==> src/rtl/brflush_pkg.sv <==
package brflush_pkg;

    // stage positions; the execute position sets how many younger slots exist
    localparam int N_STG  = 6;
    localparam int STG_FI = 0;
    localparam int STG_DI = 1;
    localparam int STG_CO = 2;
    localparam int STG_FO = 3;
    localparam int STG_EI = 4;
    localparam int STG_WO = 5;

    // wrong-path slots behind a branch resolving in execute
    localparam int DRAIN_CYC = STG_EI - STG_FI;
    localparam int DRAIN_W   = $clog2(DRAIN_CYC);

    typedef enum logic [0:0] {
        ST_RUN   = 1'b0,
        ST_DRAIN = 1'b1
    } flush_st_e;

endpackage

==> src/rtl/brflush_pc.sv <==
module brflush_pc #(
    parameter int              AW        = 16,
    parameter logic [AW-1:0]   RESET_VEC = '0
) (
    input  logic          clk,
    input  logic          rst,
    input  logic          fetch_on,
    input  logic          redirect,
    input  logic [AW-1:0] target,
    output logic [AW-1:0] pc
);

    always_ff @(posedge clk) begin
        if (rst) begin
            pc <= RESET_VEC;
        end else if (redirect) begin
            pc <= target;
        end else if (fetch_on) begin
            pc <= pc + AW'(1);
        end
    end

endmodule

==> src/rtl/brflush_track.sv <==
module brflush_track
    import brflush_pkg::*;
(
    input  logic             clk,
    input  logic             rst,
    input  logic             fetch_br,
    input  logic [N_STG-1:0] kill,
    output logic [N_STG-1:0] valid,
    output logic [N_STG-1:0] is_br
);

    logic [N_STG-1:0] br_q;

    // fetch slot: refilled every cycle once out of reset
    always_ff @(posedge clk) begin
        if (rst) begin
            valid[STG_FI] <= 1'b0;
        end else begin
            valid[STG_FI] <= 1'b1;
        end
    end

    assign br_q[STG_FI]  = fetch_br;
    assign is_br[STG_FI] = fetch_br & valid[STG_FI];

    genvar gi;
    generate
        for (gi = 1; gi < N_STG; gi++) begin : g_stage
            always_ff @(posedge clk) begin
                if (rst) begin
                    valid[gi] <= 1'b0;
                    br_q[gi]  <= 1'b0;
                end else begin
                    valid[gi] <= valid[gi-1] & ~kill[gi-1];
                    br_q[gi]  <= is_br[gi-1] & ~kill[gi-1];
                end
            end
            assign is_br[gi] = br_q[gi] & valid[gi];
        end
    endgenerate

endmodule

==> src/rtl/brflush_seq.sv <==
module brflush_seq
    import brflush_pkg::*;
#(
    parameter int PW = 8
) (
    input  logic             clk,
    input  logic             rst,
    input  logic             ei_branch,
    input  logic             ei_taken,
    input  logic             slot_en,
    output logic             redirect,
    output logic [N_STG-1:0] kill,
    output logic [PW-1:0]    bubbles
);

    localparam logic [PW-1:0]     PEN_MAX = {PW{1'b1}};
    localparam logic [DRAIN_W-1:0] CNT_TOP = DRAIN_W'(DRAIN_CYC - 1);

    flush_st_e            state, state_nx;
    logic [DRAIN_W-1:0]   cnt, cnt_nx;
    logic [N_STG-1:0]     span_full, span_slot, span;
    logic [PW:0]          pen_sum;
    logic [PW-1:0]        pen_step;

    // squash masks: every stage younger than execute, or all but the slot
    genvar gi;
    generate
        for (gi = 0; gi < N_STG; gi++) begin : g_span
            assign span_full[gi] = (gi < STG_EI);
            assign span_slot[gi] = (gi < STG_EI - 1);
        end
    endgenerate

    assign span     = slot_en ? span_slot : span_full;
    assign pen_step = slot_en ? PW'(DRAIN_CYC - 1) : PW'(DRAIN_CYC);

    // state register
    always_ff @(posedge clk) begin
        if (rst) begin
            state <= ST_RUN;
            cnt   <= '0;
        end else begin
            state <= state_nx;
            cnt   <= cnt_nx;
        end
    end

    // next state and outputs
    always_comb begin
        state_nx = state;
        cnt_nx   = cnt;
        redirect = 1'b0;
        kill     = '0;
        unique case (state)
            ST_RUN: begin
                if (ei_branch && ei_taken) begin
                    redirect = 1'b1;
                    kill     = span;
                    state_nx = ST_DRAIN;
                    cnt_nx   = CNT_TOP;
                end
            end
            ST_DRAIN: begin
                if (cnt == '0) begin
                    state_nx = ST_RUN;
                end else begin
                    cnt_nx = cnt - DRAIN_W'(1);
                end
            end
            default: begin
                state_nx = ST_RUN;
            end
        endcase
    end

    // saturating bubble accumulator
    assign pen_sum = {1'b0, bubbles} + {1'b0, pen_step};

    always_ff @(posedge clk) begin
        if (rst) begin
            bubbles <= '0;
        end else if (redirect) begin
            bubbles <= pen_sum[PW] ? PEN_MAX : pen_sum[PW-1:0];
        end
    end

endmodule

==> src/rtl/brflush_ctrl.sv <==
module brflush_ctrl
    import brflush_pkg::*;
#(
    parameter int            AW        = 16,
    parameter int            PW        = 8,
    parameter logic [AW-1:0] RESET_VEC = 16'h0100
) (
    input  logic             clk,
    input  logic             rst,
    input  logic             fetch_br,
    input  logic             slot_en,
    input  logic             ei_taken,
    input  logic [AW-1:0]    br_target,
    output logic [AW-1:0]    fetch_pc,
    output logic [N_STG-1:0] stage_valid,
    output logic [N_STG-1:0] stage_kill,
    output logic [PW-1:0]    bubble_total
);

    logic [N_STG-1:0] is_br;
    logic             redirect;

    brflush_track u_track (
        .clk      (clk),
        .rst      (rst),
        .fetch_br (fetch_br),
        .kill     (stage_kill),
        .valid    (stage_valid),
        .is_br    (is_br)
    );

    brflush_seq #(.PW(PW)) u_seq (
        .clk       (clk),
        .rst       (rst),
        .ei_branch (is_br[STG_EI]),
        .ei_taken  (ei_taken),
        .slot_en   (slot_en),
        .redirect  (redirect),
        .kill      (stage_kill),
        .bubbles   (bubble_total)
    );

    brflush_pc #(.AW(AW), .RESET_VEC(RESET_VEC)) u_pc (
        .clk      (clk),
        .rst      (rst),
        .fetch_on (stage_valid[STG_FI]),
        .redirect (redirect),
        .target   (br_target),
        .pc       (fetch_pc)
    );

endmodule

==> config.mk <==
export PLATFORM = sky130hd
export DESIGN_NAME = brflush_ctrl
export DESIGN_NICKNAME = d
export VERILOG_FILES = /design/src/rtl/brflush_pkg.sv /design/src/rtl/brflush_pc.sv /design/src/rtl/brflush_track.sv /design/src/rtl/brflush_seq.sv /design/src/rtl/brflush_ctrl.sv
export SDC_FILE = /design/constraint.sdc
export NUM_CORES = 1
export LEC_CHECK = 0
export BUFFER_PORTS_ARGS = -buffer_cell sky130_fd_sc_hd__buf_4
export CORE_MARGIN = 1
export CORE_UTILIZATION = 50
export DETAILED_ROUTE_END_ITERATION = 6
export PLACE_DENSITY = 0.76
export SYNTH_ARGS = -nofsm -noshare
export SYNTH_HDL_FRONTEND = slang
export SYNTH_SLANG_ARGS = --single-unit
==> constraint.sdc <==
create_clock -name clk -period 2.15 [get_ports clk]
set_input_delay 0 -clock clk [delete_from_list [all_inputs] [get_ports clk]]
set_output_delay 0 -clock clk [all_outputs]
set_load 0.01 [all_outputs]
==> results.cfg, run 1 <==
[synth]
avgSynthCellArea_sq_um = 9.03
synth_xor_area_share_pct = 6.27
async_reset_ff_share_pct = 0
synthMuxAreaShare_pct = 0.551
syn-cell-area_sq_um = 1820
yosys.area_share.simple_pct = 26.9
yosys_warnings = 0
synth_area_leaders = dfxtp_1, xnor2_1, a21oi_1, nor3_1, ha_1
synth_ff_type = dfxtp_1
synth_top_area_cell = dfxtp_1
syn_inst = 201
synth_top_family_by_area = simple AND/OR/NAND/NOR gates
synth_top_area_share_pct = 40.8
synth-seq-area-share_pct = 40.8
synth-edff-count = 0
synth-adder-area-share_pct = 4.55
ys_types = 40
ys_ff_latch = 37
synth_compound_area_share_pct = 14.5

[grt]
grt_pass1_wl_mm = 7.22
grt_max_degree = 27
grt_overflow_total = 0
grtUsageTotal_pct = 23.7
grt_pass1_vias = 1624
antenna_found_initial = 0

[layout]
fillerInstances = 279
syn2layout_area_growth_pct = 37.6
final_common_cell = buf_4
post-route-util_pct = 73.1
layout-drive-gt1-share_pct = 27.6
antenna_cells = 0
final_cell_mix = buf_4, dfxtp_1, dlygate4sd3_1
final_design_area_no_fill_sq_um = 2500
final_nets = 298

[power_and_ir_drop]
switchingPower_mw = 0.292
peakVddDrop_mv = 0.324
combPwrFrac_pct = 9.0
power_leakage_nw = 1.08
sw_frac_of_total_pct = 23.4
powerDensity_nw_per_um2 = 499
p_int_mw = 0.954
pwr-share-clk_pct = 34.2
pwr-share-seq_pct = 56.8

[floorplanning]
die_area_sq_um = 3880
rows = 21
initial_core_util_pct = 53.2
ios = 57
die_x_um = 62.3
core_sq_um = 3420
die_height_um = 62.3

[sta]
period_needed_ns = 1.97
finalMaxSlewViolations = 0
setup_tns_ns = 0
holdWs_ns = 0.0506
setup_viol = 0
period_share_pct = 91.6
hold_viol_final = 0
rsz0062_at_grt = no
fin_skew_ns = 0.0115
max_freq_ghz = 0.508

[routing]
avgViaCountPerCell = 5.38
vias = 1710
wl_per_cell_um = 13.1
wl_mm = 4.17
first_iter_violations = 64
ant_nets = 0
drc = 0
drt_first_pass_iters = 4

[clock_tree]
postCtsSetupRepairBufs = 0
cts_sinks = 37
clockRootBuffer = clkbuf_4
clk_pin_slew_ns = 0.11
cts_tree = yes
htree_levels = 2
cts_made_buffers = 5
worstSkewPairLatency_ns = 0.35
clockBufferDepth = 2

[critical_path]
r2r_start = u_pc.pc[1]
cp.required_ns = 2.45
crit_start = u_pc.pc[1]
cp-start-kind = flop
worstSetupPathType = flop to flop
end_kind = flop
cp_max_fo = 6
crit_arrival_ns = 2.27

[place]
port_buffers = 54
hpwl_mm = 2.76
post_dp_cell_area_sq_um = 2210
gp_congestion = 0.823

[min_path]
hold_path_startpoint = slot_en
hold_class = input port to flop

[flow_run]
drv_cap = 0

[run_status]
status = finished clean
critical path: stages (launching register included):
cell,delay [ns]
dfxtp_1,0.45
ha_1,0.23
nand4_2,0.22
xor2_1,0.21
a211oi_1,0.24
dlygate4sd3_1,0.57
metal layers:
metal	global-route usage, %	wire, um	vias to the layer above
met5	0	0	-
met3	6.25	191	5
li1	-	-	854
met1	29.8	2010	808
met4	9.59	59	0
met2	38.5	1910	43
stage by stage:
| step | std cells | setup WS (ns) | total power, mW |
|---|---|---|---|
| floorplan | 202 | 0.545 | 0.758 |
| global placement | 288 | 0.544 | 0.802 |
| detailed placement | 288 | 0.466 | 0.803 |
| CTS | 318 | 0.159 | 1.26 |
| global route | 318 | 0.0560 | 1.30 |
| finish | 318 | 0.181 | 1.25 |
registers in the layout, summed over array words and instances (netlist names):
name,cells
u_seq.cnt,2
u_track.br_q,4
u_seq.bubbles,8
u_seq.state,1
u_track.valid,6
u_pc.pc,16
path summary, 6_finish.rpt:
kind / to / slack, ns / cells after the start
setup / recovery: u_pc.pc[4] / 0.18 / 5
hold / removal: u_track.valid[4] / 0.05 / 3
setup reg to reg: u_pc.pc[4] / 0.18 / 5
hold reg to reg: u_track.br_q[3] / 0.44 / 1
area by class of cell:
type,count,area [sq um],area share [%]
Multi-Input combinational cell,142,965,38.6
Clock buffer,7,65.1,2.61
Timing Repair Buffer,77,633,25.4
Tap cell,46,57.6,2.30
Clock inverter,1,5.00,0.200
Sequential cell,37,742,29.7
Inverter,8,30.0,1.20
Yosys cell counts (2+ instances only):
library cell   n
inv_1          7
nand4_4        2
nand3_1        8
dfxtp_1       37
a21oi_1       13
nand4_1        2
buf_2          4
nor2_1        14
ha_1           5
xor2_1         3
nor3b_1        2
buf_4          6
nor2b_1        2
and2_1         4
and3_1         5
and4_1         3
xnor2_1       10
o21ai_0        3
a31oi_1        5
a311oi_1       2
a211oi_1       7
nor4_2         3
o21ai_1        8
nor3_1        13
clkbuf_1       5
nand2_1       14
kinds of logic after synthesis:
group                    after synthesis
AND/OR/NAND/NOR                       77
other                                  1
XOR/XNOR                              13
multiplexers                           1
buffers and inverters                 23
flip-flops                            37
AO/OA/AOI/OAI                         43
adder cells (fa/ha/maj)                6
what timing repair did:
action                                  4_1_cts  5_1_grt
hold endpoints to repair                     27        0
resized for setup                             0        1
endpoints found under the setup margin        0        1
hold buffers                                 22        0
power groups by stage:
stage / combinational (mW) / clock (mW) / sequential (mW)
final: 0.112 / 0.426 / 0.707
after global routing: 0.124 / 0.468 / 0.709
after CTS: 0.111 / 0.438 / 0.707
after detailed placement: 0.0806 / 0 / 0.722
after global placement: 0.0804 / 0 / 0.722
after floorplan: 0.0371 / 0 / 0.721
No activity file was read; power rests on OpenSTA's default activity.
==> inputs of run 2 (changes only) <==
--- a/config.mk
+++ b/config.mk
@@ -5,11 +5,12 @@
 export SDC_FILE = /design/constraint.sdc
 export NUM_CORES = 1
 export LEC_CHECK = 0
+export ABC_AREA = 1
 export BUFFER_PORTS_ARGS = -buffer_cell sky130_fd_sc_hd__buf_4
 export CORE_MARGIN = 1
-export CORE_UTILIZATION = 50
+export CORE_UTILIZATION = 52
 export DETAILED_ROUTE_END_ITERATION = 6
-export PLACE_DENSITY = 0.76
+export PLACE_DENSITY = 0.77
 export SYNTH_ARGS = -nofsm -noshare
 export SYNTH_HDL_FRONTEND = slang
 export SYNTH_SLANG_ARGS = --single-unit
==> run 2 against run 1 <==
Total power rose by 13%. Global-route usage increased by 0.29 points. Clock-buffer cell count is 1 lower. Maximum frequency rose by 17%. Sequential share of layout area shrank 1.2 points. Combinational power shrank 9.8%. Largest cell class unchanged.
==> results.cfg, run 2 <==
[run_status]
status = finished clean

[sta]
finalMaxSlewViolations = 0
slew_headroom_pct = 58.4
setup_tns_ns = 0
fin_skew_ns = 0.00636
rsz0062_at_grt = no
period_needed_ns = 1.69
max_freq_ghz = 0.592
tightest_slew_ns = 0.624
setup_viol = 0
period_share_pct = 78.6
hold_viol_final = 0
holdWs_ns = 0.00872

[layout]
post-route-util_pct = 69.9
final_nets = 384
antenna_cells = 0
final_common_cell = nand2_1
final_design_area_no_fill_sq_um = 2600
regMostFlops = u_pc.pc
final_cell_mix = nand2_1, buf_4, inv_1
syn2layout_area_growth_pct = 26.3
layout-drive-gt1-share_pct = 21.2
largest_reg_flops = 16
top_regs = u_pc.pc: 16 flops, u_seq.bubbles: 8 flops, u_track.valid: 6 flops

[min_path]
hold_class = input port to flop
whs_path_depth = 5
hold_path_startpoint = br_target[14]
worstHoldEndpoint = u_pc.pc[14]

[clock_tree]
clockBufferDepth = 2
post_cts_resize_count = 0
cts_sinks = 37
cts_hold_buf = 5
clockRootBuffer = clkbuf_8
worstSkewPairLatency_ns = 0.30
postCtsSetupRepairBufs = 0
cts_tree = yes
clk_pin_slew_ns = 0.07
cts_made_buffers = 5
htree_levels = 2

[floorplanning]
core_sq_um = 3720
ios = 57
die_area_sq_um = 4210
rows = 22
die_height_um = 64.9
initial_core_util_pct = 55.3
die_x_um = 64.9

[power_and_ir_drop]
pwr-share-seq_pct = 49.9
p_int_mw = 1.09
switchingPower_mw = 0.315
combPwrFrac_pct = 7.2
powerDensity_nw_per_um2 = 542
pwr-share-clk_pct = 42.9
peakVddDrop_mv = 0.464
sw_frac_of_total_pct = 22.4
power_leakage_nw = 1.28

[synth]
syn_inst = 302
synth_area_leaders = dfxtp_1, nand2_1, inv_1, nor2_1, nand3_1
yosys.area_share.simple_pct = 30.7
synth-seq-area-share_pct = 36.0
ys_ff_latch = 37
avgSynthCellArea_sq_um = 6.81
synth_top_family_by_area = simple AND/OR/NAND/NOR gates
yosys_warnings = 0
ys_types = 31
synth_ff_type = dfxtp_1
synthMuxAreaShare_pct = 0
synth-adder-area-share_pct = 4.02
synth_top_area_share_pct = 36.0
synth_common_cells = nand2_1, inv_1, dfxtp_1
syn-cell-area_sq_um = 2060
synth_compound_area_share_pct = 11.3
async_reset_ff_share_pct = 0
synth_xor_area_share_pct = 3.41
yosys.cell_count.top_type = nand2_1
synth_top_area_cell = dfxtp_1
synth-edff-count = 0

[routing]
drt_first_pass_iters = 4
avgViaCountPerCell = 5.01
wl_mm = 4.62
first_iter_violations = 136
ant_nets = 0
drc = 0
wl_per_cell_um = 11.4
vias = 2036

[critical_path]
r2r_end = u_seq.bubbles[0]
worstSetupPathType = flop to flop
reg2reg_slack_ns = 0.46
crit_arrival_ns = 1.88
cp_max_fo = 3
worstRegToRegCells = 8
cp-start-kind = flop
crit_start = u_seq.bubbles[0]
cp.required_ns = 2.34
r2r_start = u_seq.bubbles[0]
end_kind = flop

[grt]
grt_overflow_total = 0
grt_max_degree = 21
grtUsageTotal_pct = 24.0
grt_pass1_vias = 1846
antenna_found_initial = 0
grt_pass1_wl_mm = 7.76

[place]
post_dp_cell_area_sq_um = 2420
port_buffers = 54
hpwl_mm = 3.38
gp_congestion = 0.835

[flow_run]
drv_cap = 0
## run 2: cell count changes in the layout (fill, tap and decap cells not counted), moves of 7 or more
cell,change
nand2_1,+68
inv_1,+41
dlygate4sd3_1,-16
nand3_1,+12
a211oi_1,-7
nor3_1,-11
nor2_1,+16
xnor2_1,-7
o21ai_0,+7
## run 2: layer usage
metal  wire length (um)  share of wire, %  up-vias  global-route usage, %
li1                   -                 -     1045                      -
met1               2130                46      924                   27.4
met2               2200                48       59                   41.5
met3                225               4.9        8                   6.16
met4                 73               1.6        0                   10.8
met5                  0                 0        -                      0
## run 2: worst max path at each step
stage,end
4_1_cts,u_seq.bubbles[5]
2_1_floorplan,u_seq.bubbles[7]
3_5_place_dp,u_seq.bubbles[1]
6_report,u_seq.bubbles[0]
5_1_grt,u_seq.bubbles[7]
3_3_place_gp,u_seq.bubbles[7]
## run 2: final cells by class
cell class / count / area [sq um]
Timing Repair Buffer: 61 / 473
Inverter: 50 / 188
Clock inverter: 2 / 38.8
Fill cell: 354 / 1120
Sequential cell: 37 / 741
Multi-Input combinational cell: 202 / 1020
Tap cell: 48 / 60.1
Clock buffer: 6 / 72.6
## run 2: worst max-delay path: stages, from the launching register on
cell and delay (ns):
dfxtp_1 0.33, ha_1 0.21, fa_1 0.41, a21oi_1 0.21, nor2_1 0.10, nand3_1 0.13
nand2_1 0.06, o211ai_1 0.08, inv_1 0.05
## run 2: cell families after synthesis
group / after synthesis
simple gates: 148
buf+inv: 64
compound gates: 38
flops: 37
xor+xnor: 8
fa+ha+maj: 6
other cells: 1
## run 2: stage by stage
step / instances / power (mW) / worst slack, ns
after floorplan: 303 / 0.763 / 0.595
after global placement: 392 / 0.810 / 0.559
after detailed placement: 392 / 0.810 / 0.473
after CTS: 405 / 1.42 / 0.470
after global routing: 406 / 1.46 / 0.232
final: 406 / 1.41 / 0.461
## run 2: power by group through the flow
stage / registers (mW) / clock network (mW) / logic [mW]
final: 0.703 / 0.604 / 0.101
after global routing: 0.704 / 0.642 / 0.110
after detailed placement: 0.718 / 0 / 0.0920
after global placement: 0.718 / 0 / 0.0920
after floorplan: 0.720 / 0 / 0.0435
after CTS: 0.702 / 0.616 / 0.0997
==> inputs of run 3 (changes only) <==
==> constraint.sdc (replaced) <==
create_clock -name clk -period 1.75 [get_ports clk]
set_input_delay 0 -clock clk [delete_from_list [all_inputs] [get_ports clk]]
set_output_delay 0 -clock clk [all_outputs]
set_load 0.01 [all_outputs]
==> run 3 against run 2 <==
Sequential share of layout area is essentially flat. Global-route usage is 0.73 points lower. Utilization hardly changed. Clock power up 18%. Flip-flop and latch count did not move. Worst setup slack got worse by 0.29 ns. Clock skew is 0.0021 ns lower. Worst hold slack got worse by 0.0010 ns. Non-clock buffer count up 1. Total power rose by 21%. Critical path type unchanged. Largest power group unchanged.
==> results.cfg, run 3 (synthesis results as in run 2) <==
[layout]
final_nets = 385
antenna_cells = 0
largest_reg_flops = 16
final_common_cell = nand2_1
syn2layout_area_growth_pct = 26.4
top_regs = u_pc.pc: 16 flops, u_seq.bubbles: 8 flops, u_track.valid: 6 flops
layout-drive-gt1-share_pct = 22.6
regMostFlops = u_pc.pc
final_cell_mix = nand2_1, buf_4, inv_1

[flow_run]
drv_cap = 0

[routing]
vias = 1999
wl_per_cell_um = 11.1
first_iter_violations = 108
ant_nets = 0
wl_mm = 4.52
drc = 0
avgViaCountPerCell = 4.92
drt_first_pass_iters = 6

[critical_path]
reg2reg_slack_ns = 0.17
cp-start-kind = flop
crit_arrival_ns = 1.77
end_kind = flop
cp_max_fo = 3
worstSetupPathType = flop to flop
cp.required_ns = 1.94

[clock_tree]
clk_pin_slew_ns = 0.07
cts_sinks = 37
cts_made_buffers = 5
clockBufferDepth = 2
clockRootBuffer = clkbuf_8
cts_tree = yes
htree_levels = 2
worstSkewPairLatency_ns = 0.29

[sta]
max_freq_ghz = 0.634
period_needed_ns = 1.58
setup_slack_ns = 0.173
fin_skew_ns = 0.00431
finalMaxSlewViolations = 0
holdWs_ns = 0.00770
rsz0062_at_grt = no
hold_viol_final = 0
setup_viol = 0
period_share_pct = 90.1
setup_tns_ns = 0

[place]
dp_slack_ns = 0.111
port_buffers = 54
hpwl_mm = 3.34
gp_congestion = 0.811

[run_status]
status = finished clean

[power_and_ir_drop]
peakVddDrop_mv = 0.564
power_leakage_nw = 1.28
powerDensity_nw_per_um2 = 654

[grt]
grt_pass1_vias = 1786
antenna_found_initial = 0
grtUsageTotal_pct = 23.3
grt_overflow_total = 0
grt_pass1_wl_mm = 7.63
grt_max_degree = 18

[floorplanning]
ios = 57
die_area_sq_um = 4210
die_x_um = 64.9
rows = 22
initial_core_util_pct = 55.3
die_height_um = 64.9
core_sq_um = 3720

[min_path]
hold_class = input port to flop
[run 3: what timing repair did]
item	CTS	global route
hold buffers	4	0
endpoints found under the hold margin	4	0
endpoints found under the setup margin	0	6
gates resized for setup	0	2
buffers inserted	0	0
[run 3: final cells by class]
type                    instances  area (sq um)
clock inverters                 2          35.0
flip-flops and latches         37           741
clock buffers                   5          68.8
inverters                      50           188
multi-input cells             202          1030
fillers                       355          1120
well taps                      48          60.1
repair buffers                 62           475
[run 3: final timing paths]
kind / startpoint / end / depth (start not counted)
worst max-delay path: u_seq.bubbles[0] / u_seq.bubbles[5] / 8
worst min-delay path: br_target[13] / u_pc.pc[13] / 5
worst min register to register: u_track.br_q[3] / u_track.br_q[4] / 2
worst max register to register: u_seq.bubbles[0] / u_seq.bubbles[5] / 8
[run 3: per-stage QoR]
stage | util [%] | cell area, sq um | power (mW) | std cells
after detailed placement | 65.9 | 2450 | 0.999 | 395
after global placement | 65.9 | 2450 | 0.999 | 395
after CTS | 69.7 | 2590 | 1.71 | 406
after global routing | 69.9 | 2600 | 1.76 | 406
final | 69.9 | 2600 | 1.70 | 406
after floorplan | - | 2060 | 0.938 | 303
[run 3: where the power goes]
group / internal, mW / switching (mW)
sequential: 0.852 / 0.0105
combinational: 0.0626 / 0.0613
clock: 0.414 / 0.299
total: 1.33 / 0.371
[run 3: per-layer routing]
metal	share of wire (%)	up-vias	routed length, um	global-route usage [%]
li1	-	1044	-	-
met1	47	902	2120	28.5
met2	47	47	2140	39.8
met3	4.6	6	208	5.81
met4	1.1	0	52	6.67
met5	0	-	0	0
[run 3: worst max-delay path, cell delays in order, from the launching register on]
cell and delay (ns):
dfxtp_1 0.33, ha_1 0.21, fa_2 0.37, a21oi_2 0.16, nor2_1 0.09, nand4_1 0.12, nand3_1 0.10, nand2_1 0.07
inv_1 0.04
